### config.mk
export PLATFORM = sky130hd
export DESIGN_NAME = secs_rtc
export DESIGN_NICKNAME = d
export VERILOG_FILES = /design/src/rtl/secs_rtc_pkg.sv /design/src/rtl/secs_rtc_count.sv /design/src/rtl/secs_rtc_cmp.sv /design/src/rtl/secs_rtc.sv
export SDC_FILE = /design/constraint.sdc
export NUM_CORES = 1
export LEC_CHECK = 0
export BUFFER_PORTS_ARGS = -buffer_cell sky130_fd_sc_hd__buf_2
export CAP_MARGIN = 20
export CORE_MARGIN = 8
export CORE_UTILIZATION = 55
export DETAILED_ROUTE_END_ITERATION = 10
export HOLD_SLACK_MARGIN = 0.12
export PLACE_DENSITY = 0.86
export SLEW_MARGIN = 20
export SYNTH_ARGS = -nofsm -noshare
export SYNTH_HDL_FRONTEND = slang
export SYNTH_HIERARCHICAL = 1
export SYNTH_SLANG_ARGS = --single-unit
### constraint.sdc
create_clock -name clk -period 2.3 [get_ports clk]
set_input_delay 0.46 -clock clk [delete_from_list [all_inputs] [get_ports clk]]
set_output_delay 0.46 -clock clk [all_outputs]
set_load 0.01 [all_outputs]
### src/rtl/secs_rtc_pkg.sv
// Shared constants for the seconds RTC: register byte offsets,
// control bit positions and the conventional seal value.
package secs_rtc_pkg;
    localparam int unsigned DATA_W  = 32;
    localparam int unsigned N_MATCH = 2;

    localparam int unsigned OFS_UP   = 'h00;
    localparam int unsigned OFS_DN   = 'h04;
    localparam int unsigned OFS_CMP0 = 'h08;
    localparam int unsigned OFS_CMP1 = 'h0C;
    localparam int unsigned OFS_CTL  = 'h10;
    localparam int unsigned OFS_ST   = 'h14;
    localparam int unsigned OFS_SEAL = 'h18;

    // control bits: [0..N_MATCH-1] interrupt enables, [2..3] power-on routes
    localparam int unsigned CB_PWR0  = 2;
    localparam int unsigned CB_SWRST = 4;
    localparam int unsigned CB_FREEZE = 6;
    localparam int unsigned CB_FORCE = 7;
    localparam logic [7:0]  CTL_MASK = 8'hDF;

    localparam int unsigned SB_PWR   = 2;
    localparam int unsigned ST_W     = 3;

    localparam logic [31:0] SEAL_WORD = 32'hB5C13F27;
endpackage

### src/rtl/secs_rtc_count.sv
// Complementary seconds counter pair.
// Assumes: the caller gates the load strobes with the freeze bit; the
// software reset beats a load, and a load beats a tick.
module secs_rtc_count #(
    parameter int unsigned W = 32
) (
    input  logic         clk,
    input  logic         rst_n,
    input  logic         hold_zero,
    input  logic         run,
    input  logic         tick,
    input  logic         ld_up,
    input  logic         ld_dn,
    input  logic [W-1:0] wdata,
    output logic [W-1:0] up_q,
    output logic [W-1:0] dn_q
);
    localparam logic [W-1:0] ONES = {W{1'b1}};
    localparam logic [W-1:0] ONE  = W'(1);

    // up-counter: reset, load or increment on tick
    always_ff @(posedge clk) begin
        if (!rst_n || hold_zero) begin
            up_q <= '0;
        end else if (ld_up) begin
            up_q <= wdata;
        end else if (run && tick) begin
            up_q <= up_q + ONE;
        end
    end

    // down-counter: reset, load or decrement on tick
    always_ff @(posedge clk) begin
        if (!rst_n || hold_zero) begin
            dn_q <= ONES;
        end else if (ld_dn) begin
            dn_q <= wdata;
        end else if (run && tick) begin
            dn_q <= dn_q - ONE;
        end
    end
endmodule

### src/rtl/secs_rtc_cmp.sv
// One compare channel: holds a compare word and flags equality with
// the running up-counter. Assumes the compare word is all ones after reset.
module secs_rtc_cmp #(
    parameter int unsigned W = 32
) (
    input  logic         clk,
    input  logic         rst_n,
    input  logic         ld,
    input  logic [W-1:0] wdata,
    input  logic [W-1:0] count,
    output logic [W-1:0] cmp_q,
    output logic         hit
);
    // compare register: reset to all ones, load from the bus
    always_ff @(posedge clk) begin
        if (!rst_n) begin
            cmp_q <= {W{1'b1}};
        end else if (ld) begin
            cmp_q <= wdata;
        end
    end

    // equality against the live count
    always_comb hit = (count == cmp_q);
endmodule

### src/rtl/secs_rtc.sv
// Seconds real-time clock: register decode, control, sticky status,
// seal word, interrupt and power-on outputs.
// Assumes: tick is a single-cycle pulse synchronous to clk; reads are
// combinational; the seal word is left alone by the hardware reset.
module secs_rtc
    import secs_rtc_pkg::*;
#(
    parameter int unsigned ADDR_W = 5
) (
    input  logic              clk,
    input  logic              rst_n,
    input  logic              tick,
    input  logic [ADDR_W-1:0] bus_addr,
    input  logic              bus_we,
    input  logic [DATA_W-1:0] bus_wdata,
    output logic [DATA_W-1:0] bus_rdata,
    output logic              irq,
    output logic              pwr_on
);
    localparam int unsigned W = DATA_W;

    logic [7:0]      ctl_q;
    logic [ST_W-1:0] st_q;
    logic [W-1:0]    seal_q;
    logic [W-1:0]    up_q, dn_q;
    logic [W-1:0]    cmp_q [N_MATCH];
    logic [N_MATCH-1:0] hit;
    logic            sel_up, sel_dn, sel_ctl, sel_st, sel_seal;
    logic [N_MATCH-1:0] sel_cmp;
    logic            frozen;
    logic [ST_W-1:0] st_set, st_clr;

    // address decode
    always_comb begin
        sel_up   = (bus_addr == ADDR_W'(OFS_UP));
        sel_dn   = (bus_addr == ADDR_W'(OFS_DN));
        sel_ctl  = (bus_addr == ADDR_W'(OFS_CTL));
        sel_st   = (bus_addr == ADDR_W'(OFS_ST));
        sel_seal = (bus_addr == ADDR_W'(OFS_SEAL));
        sel_cmp[0] = (bus_addr == ADDR_W'(OFS_CMP0));
        sel_cmp[1] = (bus_addr == ADDR_W'(OFS_CMP1));
        frozen   = ctl_q[CB_FREEZE];
    end

    secs_rtc_count #(.W(W)) u_count (
        .clk       (clk),
        .rst_n     (rst_n),
        .hold_zero (ctl_q[CB_SWRST]),
        .run       (!frozen),
        .tick      (tick),
        .ld_up     (bus_we && sel_up && frozen),
        .ld_dn     (bus_we && sel_dn && frozen),
        .wdata     (bus_wdata),
        .up_q      (up_q),
        .dn_q      (dn_q)
    );

    for (genvar i = 0; i < N_MATCH; i++) begin : g_cmp
        secs_rtc_cmp #(.W(W)) u_cmp (
            .clk   (clk),
            .rst_n (rst_n),
            .ld    (bus_we && sel_cmp[i]),
            .wdata (bus_wdata),
            .count (up_q),
            .cmp_q (cmp_q[i]),
            .hit   (hit[i])
        );
    end

    // status set and write-one-to-clear terms
    always_comb begin
        st_set = '0;
        for (int i = 0; i < N_MATCH; i++) begin
            st_set[i] = hit[i] && ctl_q[i];
            if (hit[i] && ctl_q[CB_PWR0 + i]) st_set[SB_PWR] = 1'b1;
        end
        st_clr = (bus_we && sel_st) ? bus_wdata[ST_W-1:0] : '0;
    end

    // control register
    always_ff @(posedge clk) begin
        if (!rst_n) begin
            ctl_q <= '0;
        end else if (bus_we && sel_ctl) begin
            ctl_q <= bus_wdata[7:0] & CTL_MASK;
        end
    end

    // sticky status: sets from matches, a clear in the same cycle wins
    always_ff @(posedge clk) begin
        if (!rst_n) begin
            st_q <= '0;
        end else begin
            st_q <= (st_q | st_set) & ~st_clr;
        end
    end

    // seal word: bus writable, kept through hardware reset
    always_ff @(posedge clk) begin
        if (bus_we && sel_seal) begin
            seal_q <= bus_wdata;
        end
    end

    // read mux, zero for unmapped addresses
    always_comb begin
        bus_rdata = '0;
        if (sel_up)     bus_rdata = up_q;
        if (sel_dn)     bus_rdata = dn_q;
        if (sel_cmp[0]) bus_rdata = cmp_q[0];
        if (sel_cmp[1]) bus_rdata = cmp_q[1];
        if (sel_ctl)    bus_rdata = W'(ctl_q);
        if (sel_st)     bus_rdata = W'(st_q);
        if (sel_seal)   bus_rdata = seal_q;
    end

    // outputs
    always_comb begin
        irq    = |(st_q[N_MATCH-1:0] & ctl_q[N_MATCH-1:0]);
        pwr_on = st_q[SB_PWR] || ctl_q[CB_FORCE];
    end
endmodule

==> impl_results.md <==
- Synth Flop Type: dfxtp_1
- Count leader, synth: dfxtp_1
- Clk_skew: about 9 ps
- WS Path Type: in2out
- Area Growth Syn to Fin: 17.9%
- Die Ht: between 100 and 150 µm
- R2r startpoint: ctl_q[6]
- GRT Util Overall: 0.286
- Vias in the first global route: about 8.6k
- Hold Crit Start: bus_wdata[11]
- Startpoint type of the worst setup path: input port
- CP bufs+invs: 3
- Leak: ~3.8 nW
- Clock sinks: 170
- Row Count: 47
- N_diodes: 0
- Vias per cell: 6.50
- CP top delay family: simple AND/OR/NAND/NOR gates
- Worst-margin pin slew: around 850 ps
- Tcrit/Tclk final: 0.990
- Share of layout cells above drive strength 1: 0.201
- DRC viols: 0
- RSZ-0062 raised after global routing: true
- Critical Path Most Common Cell: buf_2
- Reg2reg setup slack: around 110 ps
- Netlist Area Pre-Place: 9340 µm²
- Clk pwr share: 0.443
- Top post-synthesis cells by count: dfxtp_1 (138), nand2_1 (132), xor2_1 (71), mux2i_1 (70), nor2_1 (63)
- Synth area leader: dfxtp_1
- Final Hold Vio Count: 0
- Comb pwr share: 0.083
- FMAX: about 0.44 GHz
- Largest cells by area after synthesis: dfxtp_1 (30%), edfxtp_1 (10%), mux2i_1 (7.5%)
- Clk slew on worst S/H paths: around 60 ps
- Sequential cell area fraction in the yosys report: 0.399
- EDFF count, synth: 32
- Max clock buf depth: 2
- Seq pwr share: 0.475
- Port Buffer Count: 74
- Reg-to-reg endpoint: u_count/dn_q[14]
- # Max-Cap Violations: 0
- CTS Buf Count: 17
- DR pass1 iterations: 6
- Switching power: 1.55 mW
- Final HPWL DP: between 20000 and 25000 µm
- Pin count of the biggest net entering global routing: 75
- Distinct cells, synth: 61
- Slowest CP cell: or2_2
- Maximum VDD drop: approximately 0.00053 V
- Cell Chain, Critical Path: buf_2, or2_2, nor2_4, buf_6, o311ai_0, o211ai_1, buf_2
- Core box area: around 17000 µm²
- Synth Net Count: ~1.1k
- Worst Hold Path EP: seal_q[11]
- CTS root buf: clkbuf_16
- Tmin final: 2280 ps
- First-pass GRT wire length: approximately 48000 µm
- Max Slew Vio Count: 0
- Worst hold stages: 1
- Hold buffers post-CTS: 0
- Crit path max fanout: 8
- Final net count: 1189
- Synth async-reset ratio: 0
- Final antenna-violating net count: 0
- Hold Crit Class: in2reg
- GP Congestion: 0.963
- Overflow after GRT: 0
- Initial antenna violation count: 1
- Ys Warns: 6
- Status: completed
- Drt wl/cell: between 20 and 25 µm
- IO Pins: 75
- Reg2reg path depth: 8
- Switching share of power: 0.237
- DP Cell Count: approximately 1.3k
- Post-synth top area share: 0.296
- Final setup fails: 0
- 1st-iter DRT viols: 1228
- Setup TNS Final: 0 ps
- CP endpoint kind: output port
- Crit-path max cell delay: 330 ps
- Worst Path Required: 1840 ps
- CTS tree: yes
- Syn Area/Cell: just under 9 µm²
- DRT Wirelength: between 30000 and 40000 µm
- Syn Inst Count: 1044
- Synth Register Bits: between 150 and 200
- Insertion delay to the later sink of the worst-skew pair: 440 ps
- Slew margin rel.: 0.436
- Die area: approximately 21000 µm²
- Vias: ~9k
- Pint: 4.98 mW
- Non-Filler Instances: approximately 1.4k
- # H-tree levels: 4
- Die W: approximately 150 µm
- Crit path DAT: 1820 ps
- Initial Util: 0.563
- Pwr Density: just under 600 nW/µm²
[flip-flops by register name (all words and copies together) (netlist names)]
signal             cells
ctl_q                  7
u_count/up_q          32
g_cmp.u_cmp/cmp_q     64
seal_q                32
u_count/dn_q          32
st_q                   3
[area by class of cell]
type	instances	area (µm²)
clock buffers	25	495
clock inverters	7	92.6
fillers	1312	5570
inverters	17	63.8
multi-input cells	789	5250
flip-flops and latches	170	3720
well taps	220	275
repair buffers	151	1110
[power groups by stage]
stage / combinational (mW) / sequential (mW) / clock (mW)
6_report: 0.541 / 3.10 / 2.89
5_1_grt: 0.571 / 3.10 / 3.02
4_1_cts: 0.515 / 3.10 / 2.91
3_5_place_dp: 0.508 / 3.16 / 0
3_3_place_gp: 0.500 / 3.16 / 0
2_1_floorplan: 0.280 / 3.15 / 0
[worst max path at each step]
stage / from / to / slack, ps / cells after the start
5_1_grt: u_count/up_q[2] / bus_rdata[2] / -40 / 6
6_report: bus_addr[1] / bus_rdata[6] / 20 / 7
3_3_place_gp: tick / u_count/dn_q[22] / -30 / 8
2_1_floorplan: bus_addr[1] / u_count/dn_q[11] / 60 / 9
4_1_cts: bus_addr[1] / bus_rdata[4] / 5 / 7
3_5_place_dp: tick / u_count/dn_q[14] / -60 / 8
[placed cells by master, fill, tap and decap left out, types with 24 or more instances in the layout]
| cell type | count |
|---|---|
| o221ai_1 | 24 |
| a21oi_1 | 52 |
| buf_4 | 64 |
| edfxtp_1 | 32 |
| buf_2 | 73 |
| mux2i_1 | 70 |
| dfxtp_1 | 138 |
| nand4_1 | 24 |
| xnor2_1 | 39 |
| mux2_2 | 28 |
| nor3_1 | 28 |
| nor4_1 | 45 |
| nand2_1 | 132 |
| o21ai_0 | 51 |
| nor2_1 | 61 |
| xor2_1 | 71 |
[what timing repair did]
| item | in CTS | in global routing |
|---|---|---|
| buffers inserted | 0 | 2 |
| pin swaps | 0 | 1 |
| gates cloned | 0 | 1 |
| gates resized for setup | 1 | 15 |
| endpoints found under the setup margin | 3 | 23 |
[routing by layer]
| metal | global-route usage | vias to the layer above | routed length, µm |
|---|---|---|---|
| met5 | 0 | - | 10 |
| met4 | 0.163 | 2 | 1560 |
| met3 | 0.0714 | 137 | 2940 |
| met2 | 0.455 | 568 | 14600 |
| met1 | 0.347 | 4260 | 12600 |
| li1 | - | 4001 | - |
[cell families after synthesis]
| group | count (synthesis) | synth area share |
|---|---|---|
| buf+inv | 85 | 0.0429 |
| xor+xnor | 110 | 0.103 |
| simple gates | 380 | 0.208 |
| fa+ha+maj | 2 | 0.00268 |
| flops | 170 | 0.399 |
| mux | 98 | 0.109 |
| compound gates | 199 | 0.135 |
[through the flow]
step           hold WS (ps)  power (mW)  cell area (µm²)  setup slack, ps  utilization
3_3_place_gp            465        3.66            10400            -26.0        0.625
2_1_floorplan           448        3.43             9340             57.8            -
6_report                277        6.53            11000             22.8        0.664
5_1_grt                 273        6.69            11000            -37.3        0.664
3_5_place_dp            471        3.67            10400            -63.8        0.625
4_1_cts                 265        6.52            10900             4.69        0.660
No activity file was read; power rests on OpenSTA's default activity.
